$ cat config.mk
export PLATFORM = sky130hd
export DESIGN_NAME = mbox_top
export DESIGN_NICKNAME = d
export VERILOG_FILES = /design/src/rtl/mbox_pkg.sv /design/src/rtl/mbox_fifo.sv /design/src/rtl/mbox_irq.sv /design/src/rtl/mbox_top.sv
export SDC_FILE = /design/constraint.sdc
export NUM_CORES = 2
export LEC_CHECK = 0
export BUFFER_PORTS_ARGS = -buffer_cell sky130_fd_sc_hd__buf_4
export CORE_UTILIZATION = 60
export CTS_CLUSTER_DIAMETER = 100
export DETAILED_ROUTE_END_ITERATION = 8
export PLACE_DENSITY_LB_ADDON = 0.1
export SLEW_MARGIN = 40
export SYNTH_ARGS = -nofsm -noshare
export SYNTH_HDL_FRONTEND = slang
export SYNTH_SLANG_ARGS = --single-unit
$ cat constraint.sdc
create_clock -name clk -period 7.1 [get_ports clk]
set_input_delay 0.355 -clock clk [delete_from_list [all_inputs] [get_ports clk]]
set_output_delay 0.355 -clock clk [all_outputs]
set_load 0.05 [all_outputs]
$ cat src/rtl/mbox_pkg.sv
// Package: address map and sender/receiver routing shared by the mailbox block.
// Assumes at most 16 mailboxes, so each address group fits in 16 words.
package mbox_pkg;
    localparam int          ADDR_W    = 8;
    localparam logic [3:0]  GRP_MSG   = 4'h0;   // message push/pop window
    localparam logic [3:0]  GRP_CNT   = 4'h1;   // count / full window
    localparam logic [7:0]  ADDR_EVT  = 8'h20;  // event bits, write 1 to clear
    localparam logic [7:0]  ADDR_ENA  = 8'h21;  // event enables
    localparam int          FULL_BIT  = 8;      // full flag position in count word
    localparam int          OVF_OFS   = 16;     // overflow field offset in event word

    // Processor that writes mailbox m.
    function automatic int sender_of(input int m, input int n_users);
        return m % n_users;
    endfunction

    // Processor that reads mailbox m.
    function automatic int receiver_of(input int m, input int n_users);
        return (m + 1) % n_users;
    endfunction
endpackage

$ cat src/rtl/mbox_fifo.sv
// Module: one mailbox queue. Accepts a push when not full, pops on request
// when not empty, and pulses ovf_evt when a push meets a full queue.
// Assumes push and pop never arrive in the same cycle (the port decoder
// guarantees this).
module mbox_fifo #(
    parameter int DW    = 32,
    parameter int DEPTH = 4,
    localparam int PW   = (DEPTH > 1) ? $clog2(DEPTH) : 1,
    localparam int CW   = $clog2(DEPTH + 1)
) (
    input  logic          clk,
    input  logic          rst_n,
    input  logic          push,
    input  logic          pop,
    input  logic [DW-1:0] wdata,
    output logic [DW-1:0] head,
    output logic [CW-1:0] count,
    output logic          full,
    output logic          empty,
    output logic          push_ok,
    output logic          ovf_evt
);
    logic [DW-1:0] mem [DEPTH];
    logic [PW-1:0] wr_ptr, rd_ptr;

    assign full    = (count == CW'(DEPTH));
    assign empty   = (count == '0);
    assign push_ok = push && !full;
    assign ovf_evt = push && full;
    assign head    = mem[rd_ptr];

    // Pointer advance with wrap at DEPTH.
    function automatic logic [PW-1:0] bump(input logic [PW-1:0] p);
        return (p == PW'(DEPTH - 1)) ? '0 : p + 1'b1;
    endfunction

    // Storage write on an accepted push.
    always_ff @(posedge clk) begin
        if (push_ok) mem[wr_ptr] <= wdata;
    end

    // Pointer and occupancy tracking.
    always_ff @(posedge clk) begin
        if (!rst_n) begin
            wr_ptr <= '0;
            rd_ptr <= '0;
            count  <= '0;
        end else if (push_ok) begin
            wr_ptr <= bump(wr_ptr);
            count  <= count + 1'b1;
        end else if (pop && !empty) begin
            rd_ptr <= bump(rd_ptr);
            count  <= count - 1'b1;
        end
    end

    assert_count_bound_R4: assert property (@(posedge clk) disable iff (!rst_n)
        count <= CW'(DEPTH));
    assert_drop_on_full_R4: assert property (@(posedge clk) disable iff (!rst_n)
        (push && full) |=> (count == CW'(DEPTH)));
    assert_pop_empty_R5: assert property (@(posedge clk) disable iff (!rst_n)
        (pop && !push && empty) |=> (count == '0));
endmodule

$ cat src/rtl/mbox_irq.sv
// Module: event bits, enables and per-processor interrupt routing.
// Assumes the event and enable words share the layout: new-message bits at
// [NUM_MBOX-1:0], overflow bits at [OVF_OFS+NUM_MBOX-1:OVF_OFS].
module mbox_irq
    import mbox_pkg::*;
#(
    parameter int NUM_MBOX = 12,
    parameter int NUM_USER = 4
) (
    input  logic                clk,
    input  logic                rst_n,
    input  logic [NUM_MBOX-1:0] push_ok,
    input  logic [NUM_MBOX-1:0] nonempty,
    input  logic [NUM_MBOX-1:0] ovf_evt,
    input  logic                evt_clr_we,
    input  logic                ena_we,
    input  logic [31:0]         wdata,
    output logic [NUM_MBOX-1:0] new_sts,
    output logic [NUM_MBOX-1:0] ovf_sts,
    output logic [NUM_MBOX-1:0] new_en,
    output logic [NUM_MBOX-1:0] ovf_en,
    output logic [NUM_USER-1:0] irq
);
    logic [NUM_MBOX-1:0] new_clr, ovf_clr;

    assign new_clr = evt_clr_we ? wdata[NUM_MBOX-1:0] : '0;
    assign ovf_clr = evt_clr_we ? wdata[OVF_OFS +: NUM_MBOX] : '0;

    // Sticky event bits: set has priority, new-message held while queue non-empty.
    always_ff @(posedge clk) begin
        if (!rst_n) begin
            new_sts <= '0;
            ovf_sts <= '0;
        end else begin
            new_sts <= (new_sts & ~new_clr) | push_ok | nonempty;
            ovf_sts <= (ovf_sts & ~ovf_clr) | ovf_evt;
        end
    end

    // Enable register, written whole.
    always_ff @(posedge clk) begin
        if (!rst_n) begin
            new_en <= '0;
            ovf_en <= '0;
        end else if (ena_we) begin
            new_en <= wdata[NUM_MBOX-1:0];
            ovf_en <= wdata[OVF_OFS +: NUM_MBOX];
        end
    end

    // Interrupt line per processor: OR of enabled events routed to it.
    for (genvar u = 0; u < NUM_USER; u++) begin : g_user
        logic [NUM_MBOX-1:0] rcv_mask, snd_mask;
        for (genvar m = 0; m < NUM_MBOX; m++) begin : g_map
            assign rcv_mask[m] = (receiver_of(m, NUM_USER) == u);
            assign snd_mask[m] = (sender_of(m, NUM_USER) == u);
        end
        assign irq[u] = |(new_sts & new_en & rcv_mask) | |(ovf_sts & ovf_en & snd_mask);
    end

    assert_new_held_R6: assert property (@(posedge clk) disable iff (!rst_n)
        (nonempty & ~new_sts) == '0);
    assert_ovf_sets_R4: assert property (@(posedge clk) disable iff (!rst_n)
        (|ovf_evt) |=> ((ovf_sts & $past(ovf_evt)) == $past(ovf_evt)));
    assert_ovf_clear_R7: assert property (@(posedge clk) disable iff (!rst_n)
        (evt_clr_we && (|ovf_clr) && !(|ovf_evt)) |=> ((ovf_sts & $past(ovf_clr)) == '0));
endmodule

$ cat src/rtl/mbox_top.sv
// Module: mailbox bank top. Decodes the word-addressed register port, holds
// one queue per mailbox and registers read data.
// Assumes one access per cycle; a write in the same cycle as a read wins and
// the read is ignored. NUM_MBOX must be 16 or less.
module mbox_top
    import mbox_pkg::*;
#(
    parameter int NUM_MBOX = 12,
    parameter int NUM_USER = 4,
    parameter int DEPTH    = 4,
    parameter int DW       = 32
) (
    input  logic                clk,
    input  logic                rst_n,
    input  logic                reg_we,
    input  logic                reg_re,
    input  logic [ADDR_W-1:0]   reg_addr,
    input  logic [DW-1:0]       reg_wdata,
    output logic [DW-1:0]       reg_rdata,
    output logic [NUM_USER-1:0] irq
);
    localparam int CW = $clog2(DEPTH + 1);

    logic [3:0]          idx;
    logic                idx_ok, msg_hit, cnt_hit, rd_ok;
    logic [NUM_MBOX-1:0] push, pop, push_ok, nonempty, fullv, ovf_evt;
    logic [NUM_MBOX-1:0] new_sts, ovf_sts, new_en, ovf_en;
    logic [DW-1:0]       head [NUM_MBOX];
    logic [CW-1:0]       cnt  [NUM_MBOX];
    logic [DW-1:0]       rd_mux;

    assign idx     = reg_addr[3:0];
    assign idx_ok  = (32'(idx) < NUM_MBOX);
    assign msg_hit = (reg_addr[7:4] == GRP_MSG) && idx_ok;
    assign cnt_hit = (reg_addr[7:4] == GRP_CNT) && idx_ok;
    assign rd_ok   = reg_re && !reg_we;

    // One queue per mailbox with its own push/pop strobe.
    for (genvar m = 0; m < NUM_MBOX; m++) begin : g_mb
        logic empty_m;
        assign push[m]     = reg_we && msg_hit && (idx == 4'(m));
        assign pop[m]      = rd_ok  && msg_hit && (idx == 4'(m));
        assign nonempty[m] = !empty_m;
        mbox_fifo #(.DW(DW), .DEPTH(DEPTH)) u_fifo (
            .clk     (clk),
            .rst_n   (rst_n),
            .push    (push[m]),
            .pop     (pop[m]),
            .wdata   (reg_wdata),
            .head    (head[m]),
            .count   (cnt[m]),
            .full    (fullv[m]),
            .empty   (empty_m),
            .push_ok (push_ok[m]),
            .ovf_evt (ovf_evt[m])
        );
    end

    mbox_irq #(.NUM_MBOX(NUM_MBOX), .NUM_USER(NUM_USER)) u_irq (
        .clk        (clk),
        .rst_n      (rst_n),
        .push_ok    (push_ok),
        .nonempty   (nonempty),
        .ovf_evt    (ovf_evt),
        .evt_clr_we (reg_we && (reg_addr == ADDR_EVT)),
        .ena_we     (reg_we && (reg_addr == ADDR_ENA)),
        .wdata      (reg_wdata),
        .new_sts    (new_sts),
        .ovf_sts    (ovf_sts),
        .new_en     (new_en),
        .ovf_en     (ovf_en),
        .irq        (irq)
    );

    // Read multiplexer: message head, count word, event word or enable word.
    always_comb begin
        rd_mux = '0;
        if (msg_hit) begin
            if (nonempty[idx]) rd_mux = head[idx];
        end else if (cnt_hit) begin
            rd_mux[CW-1:0]   = cnt[idx];
            rd_mux[FULL_BIT] = fullv[idx];
        end else if (reg_addr == ADDR_EVT) begin
            rd_mux[NUM_MBOX-1:0]        = new_sts;
            rd_mux[OVF_OFS +: NUM_MBOX] = ovf_sts;
        end else if (reg_addr == ADDR_ENA) begin
            rd_mux[NUM_MBOX-1:0]        = new_en;
            rd_mux[OVF_OFS +: NUM_MBOX] = ovf_en;
        end
    end

    // Registered read data, updated only on an accepted read.
    always_ff @(posedge clk) begin
        if (!rst_n)     reg_rdata <= '0;
        else if (rd_ok) reg_rdata <= rd_mux;
    end

    assert_empty_read_zero_R5: assert property (@(posedge clk) disable iff (!rst_n)
        (rd_ok && msg_hit && !nonempty[idx]) |=> (reg_rdata == '0));
    assert_unmapped_read_R9: assert property (@(posedge clk) disable iff (!rst_n)
        (rd_ok && !msg_hit && !cnt_hit && reg_addr != ADDR_EVT && reg_addr != ADDR_ENA)
        |=> (reg_rdata == '0));
    assert_irq_off_R8: assert property (@(posedge clk) disable iff (!rst_n)
        ((new_en == '0) && (ovf_en == '0)) |-> (irq == '0));
endmodule

* After elaboration in Yosys (flattened, before gate mapping) *
Memories as Yosys holds them, arrays and structs flattened. A register that Yosys moved wholly into a read port is not among the register bits.
Cells that the tools add are included.

operators by class
  reductions and logical operators = 138
  magnitude comparators = 3
  multiplexer cells = 122
  add/sub/neg operators = 48
  bitwise gates (word level) = 26
  equality and inequality tests = 50

operators by type and width
  operator             count
  $bmux 32 s4          1
  $mux 12              9
  $mux 2               48
  $mux 32              3
  $mux 3               28
  $logic_and 1x1->1    67
  $add 2x1->2 const B  24
  $and 12x12->12       4
  $eq 2x2->1 const B   24
  $add 3x1->3 const B  12
  $eq 3x3->1 const B   12
  $logic_not 3->1      12
  $or 12x12->12        3
  $sub 3x1->3 const B  12
  $mux 1               27
  $logic_not 1->1      25
  $not 12->12          2
  $reduce_and 2->1     12
  $reduce_bool 2->1    12
  $reduce_or 3->1      8
  $eq 4x3->1 const B   4
  $eq 4x4->1 const B   4
  $eq 8x6->1 const B   2
  $bmux 3 s4           1
  other kinds (12)     31

storage, ports and cells
  output and inout port bits = 36
  bits in registers = 164
  memories kept = 12
  logic and storage cells = 440
  RAM bits = 1,536

memories
  memory               words  bits a word  rd ports  clocked after memory_dff  wr ports  line             RTL
  g_mb[0].u_fifo.mem   4      32           1         1                         1         mbox_fifo.sv:23  logic [DW-1:0] mem [DEPTH];
  g_mb[10].u_fifo.mem  4      32           1         1                         1         mbox_fifo.sv:23
  g_mb[11].u_fifo.mem  4      32           1         1                         1         mbox_fifo.sv:23
  g_mb[1].u_fifo.mem   4      32           1         1                         1         mbox_fifo.sv:23
  g_mb[2].u_fifo.mem   4      32           1         1                         1         mbox_fifo.sv:23
  g_mb[3].u_fifo.mem   4      32           1         1                         1         mbox_fifo.sv:23
  6 more memories      --     --           --        --                        --        --

* Depth between registers and ports, before layout *
  depth in word-level cells = 9
  gate-level depth with buffers = 12

* Hierarchy *
Synthesis repeated with hierarchy kept, for this count alone.

second synthesis, totals
  cells, all modules = 3,462
  area, all modules = 69,102.5 sq um

by module, submodules not included
  module     cells each  seq. area each (sq um)  area an instance (sq um)  instances
  mbox_fifo  233         4,023.9                 5,161.2                   12
  mbox_top   496         640.6                   5,248.8                   1
  mbox_irq   170         960.9                   1,919.3                   1

* Worst setup path before layout *
OpenSTA, ideal clock, no wires.

  path kind = input to register
  from = input reg_addr[0]
  to = memory g_mb[2].u_fifo.mem[3][0] (enable)
  data arrival time = 2,632 ps
  buffers on the path = 3
  slack = 4,076 ps
  stages = 7
  data required time = 6,708 ps
  cells stage by stage = buf_2 buf_6 buf_4 nor4b_1 nand4_1 nor2_1 and2_1

between the ends
  word-level cells in the longest chain between the ends = 7
  elaborated cells between the ends (all ways) = 8
  classes of those cells = order compare: 1; eq/ne: 1; mux: 2; reduce/logical: 4

RTL lines
  what                              line             RTL
  start: declaration                mbox_top.sv:17   input logic [ADDR_W-1:0] reg_addr,
  $lt 4x4->1                        mbox_top.sv:33   assign idx_ok = (32'(idx) < NUM_MBOX);
  $logic_and 1x1->1                 mbox_top.sv:34   assign msg_hit = (reg_addr[7:4] == GRP_MSG) && idx_ok;
  $logic_and 1x1->1                 mbox_top.sv:41   assign push[m] = reg_we && msg_hit && (idx == 4'(m));
  $logic_and 1x1->1 (*)             mbox_top.sv:41
  $logic_and 1x1->1 (*)             mbox_fifo.sv:28  assign push_ok = push && !full;
  $mux 1 (*)                        mbox_fifo.sv:39  if (push_ok) mem[wr_ptr] <= wdata;
  $mux 1 (implied by the code) (*)  mbox_fifo.sv:39
  end: declaration                  mbox_fifo.sv:23

Mark *: on every way between the ends. The rest lies on a longest branch, timed or not.

* Worst setup path after layout *
  from = input reg_addr[0]
  to = register g_mb[9].u_fifo.count[2]

between the ends
  word-level cells in the longest chain between the ends = 6
  elaborated cells between the ends (all ways) = 11
  classes of those cells = order compare: 1; eq/ne: 1; mux: 1; reduce/logical: 8

RTL lines
  what                                                       line                              RTL
  $lt 4x4->1                                                 mbox_top.sv:33
  $logic_and 1x1->1                                          mbox_top.sv:34
  $logic_and 1x1->1, on equally long branches (2 in series)  mbox_top.sv:41, mbox_top.sv:42
  $logic_and 1x1->1, on equally long branches                mbox_fifo.sv:28, mbox_fifo.sv:51
  $mux 3 or $reduce_bool 2->1 (tied branches)                --
  end signal: assignment                                     mbox_fifo.sv:50                   count <= count + 1'b1;
  end signal: assignment                                     mbox_fifo.sv:53                   count <= count - 1'b1;
  end: declaration                                           mbox_fifo.sv:17                   output logic [CW-1:0] count,

Parallel ways exist; a longest one is shown, timed or not.
A chain may end at the register's enable or synchronous reset.

==> flow_summary.json <==
{
  "floorplan.initialDensity": 0.607,
  "htreeDepth": 4,
  "critPathMostFrequentCell": "sky130_fd_sc_hd__buf_4",
  "antenna_cells": 0,
  "postSynth.asyncResetShare": 0,
  "cp-startpoint": "reg_addr[0]",
  "detailed_place_hpwl_mm": 117,
  "cts_buffer_depth": 3,
  "n_fill_cell": 7276,
  "cp_slowest_cell": "sky130_fd_sc_hd__buf_4",
  "port-buffer-count": 79,
  "timing.hold.worst.class": "in -> reg",
  "fin_nets": 3837,
  "power_leakage_nw": 23.5,
  "period_minus_slack_ns": 3.47,
  "max-slew-margin-rel": 0.378,
  "setup_violations": 0,
  "worstPathMaxFanout": 49,
  "drc_errors": 0,
  "first_pass_iters": 9,
  "postPlaceCellArea_sq_um": 70600,
  "timing.hold.worst.start": "reg_wdata[11]",
  "area_growth_syn_to_layout_pct": 11.8,
  "routedWlPerCell_microns": 35.5,
  "yosys_warnings": 0,
  "clock-sinks": 1724,
  "post_route_cells_drive_above_1_share": 0.250,
  "cts-buffers-inserted": 171,
  "die_height_microns": 340,
  "final_design_area_no_fill_sq_um": 76400,
  "criticalPathCategory": "in -> reg",
  "finalWeightedCongestion": 0.950,
  "hold-worst-slack_ns": 0.0103,
  "gr-usage-all-layers": 0.334,
  "final-hold-violation-count": 0,
  "rows": 123,
  "first_pass_grt_wire_length_mm": 269,
  "gate_count_post_synth": 3612,
  "ir_drop_v": 0.000238,
  "cp.arrival_ns": 4.08,
  "post-cts-setup-buffers": 0,
  "final-seq-area_sq_um": 49900,
  "syn_area_sq_um": 68400,
  "synth.avg_cell_area_sq_um": 18.9,
  "area_of_the_die_sq_um": 115000,
  "critical_path.startpoint_type": "primary input",
  "post-route-worst-setup-slack_ns": 3.63,
  "worst_slew_pin_slew_ns": 0.933,
  "routed_via_density": 6.91,
  "timing.critical_path.slowest_cell_delay_ns": 0.75,
  "via_count_of_the_first_global_routing_pass": 36400,
  "seq_area_frac_synth": 0.730,
  "clock_insertion_delay_worst_skew_ns": 0.78,
  "postSynthNetCount": 3728,
  "tns_ns": 0,
  "routed-via-count": 37100,
  "crit_chain": "buf_4 > buf_4 > nand4bb_1 > nor4_2 > and2_1 > inv_1 > fa_1 > or4_1 > a21oi_1 > nor3b_2",
  "timing.fmax_mhz": 288,
  "synth_enable_flop_cells": 1536,
  "synthDominantCellAreaShare": 0.675,
  "synth_seq_cells": 1724,
  "worst_clock_skew_ns": 0.0348,
  "cell_types_occupying_the_most_area_after_synthesis": "sky130_fd_sc_hd__edfxtp_1, sky130_fd_sc_hd__mux4_2, sky130_fd_sc_hd__dfxtp_1, sky130_fd_sc_hd__mux2_2, sky130_fd_sc_hd__mux2i_1",
  "maximum_number_of_pins_on_one_net_before_global_route_repair": 89,
  "yosysUniqueCellTypes": 82,
  "cell_accounting_for_the_most_synthesized_area": "sky130_fd_sc_hd__edfxtp_1",
  "global_route_overflow": 0,
  "drtAntennaViolNets": 0,
  "tritoncts": "done",
  "cell_depth_of_the_worst_flop_to_flop_path": 5,
  "required_ns": 7.71,
  "drv_cap": 0,
  "synth-main-ff-cell": "sky130_fd_sc_hd__edfxtp_1",
  "timing.rr.end": "reg_rdata[15]",
  "grt_antenna_before_repair": 15,
  "placement_stage_worst_setup_slack_ns": 2.95,
  "power_density_nw_per_um2": 270,
  "cts.clk_slew.worst_paths_ns": 0.06,
  "multiInputGateArea_sq_um": 17700,
  "run_status": "finished, final reports clean",
  "slew_viol_final": 0,
  "setup.worst_path.end": "g_mb[9].u_fifo.count[2]",
  "fp.coreArea_sq_um": 113000,
  "clock-root-buffer": "sky130_fd_sc_hd__clkbuf_16",
  "rsz0062_at_grt": "no",
  "synth.most_common_cell": "sky130_fd_sc_hd__edfxtp_1",
  "pin_count": 80,
  "totalWireLength_mm": 190,
  "first_iter_violations": 5046,
  "r2r_slack_ns": 3.64,
  "endpoint_kind": "register",
  "min_period_over_period": 0.489,
  "synth_top_cells_by_count": "sky130_fd_sc_hd__edfxtp_1, sky130_fd_sc_hd__mux4_2, sky130_fd_sc_hd__nand2_1",
  "die_width_microns": 340
}
routing by layer:
layer,global-route usage,part of all wire,vias to the layer above
met2,0.521,0.47,2154
met3,0.0675,0.11,395
met1,0.474,0.38,19400
met5,0,0.00035,-
met4,0.121,0.040,10
li1,-,-,15100
timing repair:
| item | 4_1_cts | 5_1_grt |
|---|---|---|
| hold buffers | 2 | 0 |
| endpoints found under the hold margin | 5 | 0 |
| gates resized for setup | 0 | 0 |
report_power, final:
part           internal (mW)  leakage (nW)  switching, mW
Sequential              11.0          15.3        0.00433
Combinational          0.104          5.39          0.441
Clock                   5.32          2.77           3.75
Total                   16.5          23.5           4.20
sequential cells by signal (all words and copies together) (netlist names), named ones only:
signal	count
u_irq.ovf_sts	12
u_irq.ovf_en	12
g_mb.u_fifo.count	36
g_mb.u_fifo.rd_ptr	24
reg_rdata	32
u_irq.new_sts	12
u_irq.new_en	12
g_mb.u_fifo.mem	1536
g_mb.u_fifo.wr_ptr	24
area by class of cell:
cell class | instances | area share
timing repair buffer | 142 | 0.0147
clock buffer | 223 | 0.0616
multi-input combinational | 1643 | 0.231
inverter | 39 | 0.00201
clock inverter | 94 | 0.0124
tap | 1500 | 0.0246
sequential | 1724 | 0.653
how the worst min path moves through the flow:
stage,endpoint,slack [ns],cells past startpoint
floorplan,u_irq.ovf_sts[7],0.44,2
global placement,u_irq.new_en[0],0.46,2
detailed placement,u_irq.new_en[2],0.46,2
CTS,g_mb[7].u_fifo.mem[1][28],0.08,1
global route,g_mb[9].u_fifo.mem[3][11],0.01,1
finish,g_mb[9].u_fifo.mem[3][11],0.01,1
critical path: cells and delay by family:
kind                       cells  cell delay, ns
AOI/OAI and AO/OA              1            0.20
adders and majority gates      1            0.38
buffers and inverters          3            1.37
and+or+nand+nor                5            1.72
layout by cell type, fill, tap and decap left out, drive strengths merged, types with 50 or more instances in the layout:
master  instances
ha             68
clkinv         70
nand2         190
edfxtp       1536
clkbuf        223
mux2i         112
nand3          55
a221oi         59
buf           140
nor2           85
dfxtp         188
a21oi         118
mux2          101
nor3           50
mux4          362
logic make-up (layout without fill, tap and decap cells):
family / after synthesis / after routing / share of synthesized area
and+or+nand+nor: 557 / 557 / 0.0424
adders and majority gates: 72 / 72 / 0.0136
buffers and inverters: 245 / 498 / 0.0159
DFF: 1724 / 1724 / 0.730
muxes: 575 / 575 / 0.152
AOI/OAI and AO/OA: 434 / 434 / 0.0452
xor gates and xnor gates: 5 / 5 / 0.000641
stage by stage:
stage | total power [mW] | cells | utilization
floorplan | 11.4 | 3612 | -
global placement | 11.8 | 5038 | 0.625
detailed placement | 11.8 | 5043 | 0.627
CTS | 20.7 | 5362 | 0.677
global route | 21.1 | 5365 | 0.678
finish | 20.7 | 5365 | 0.678
(Power assumes the default switching activity.)
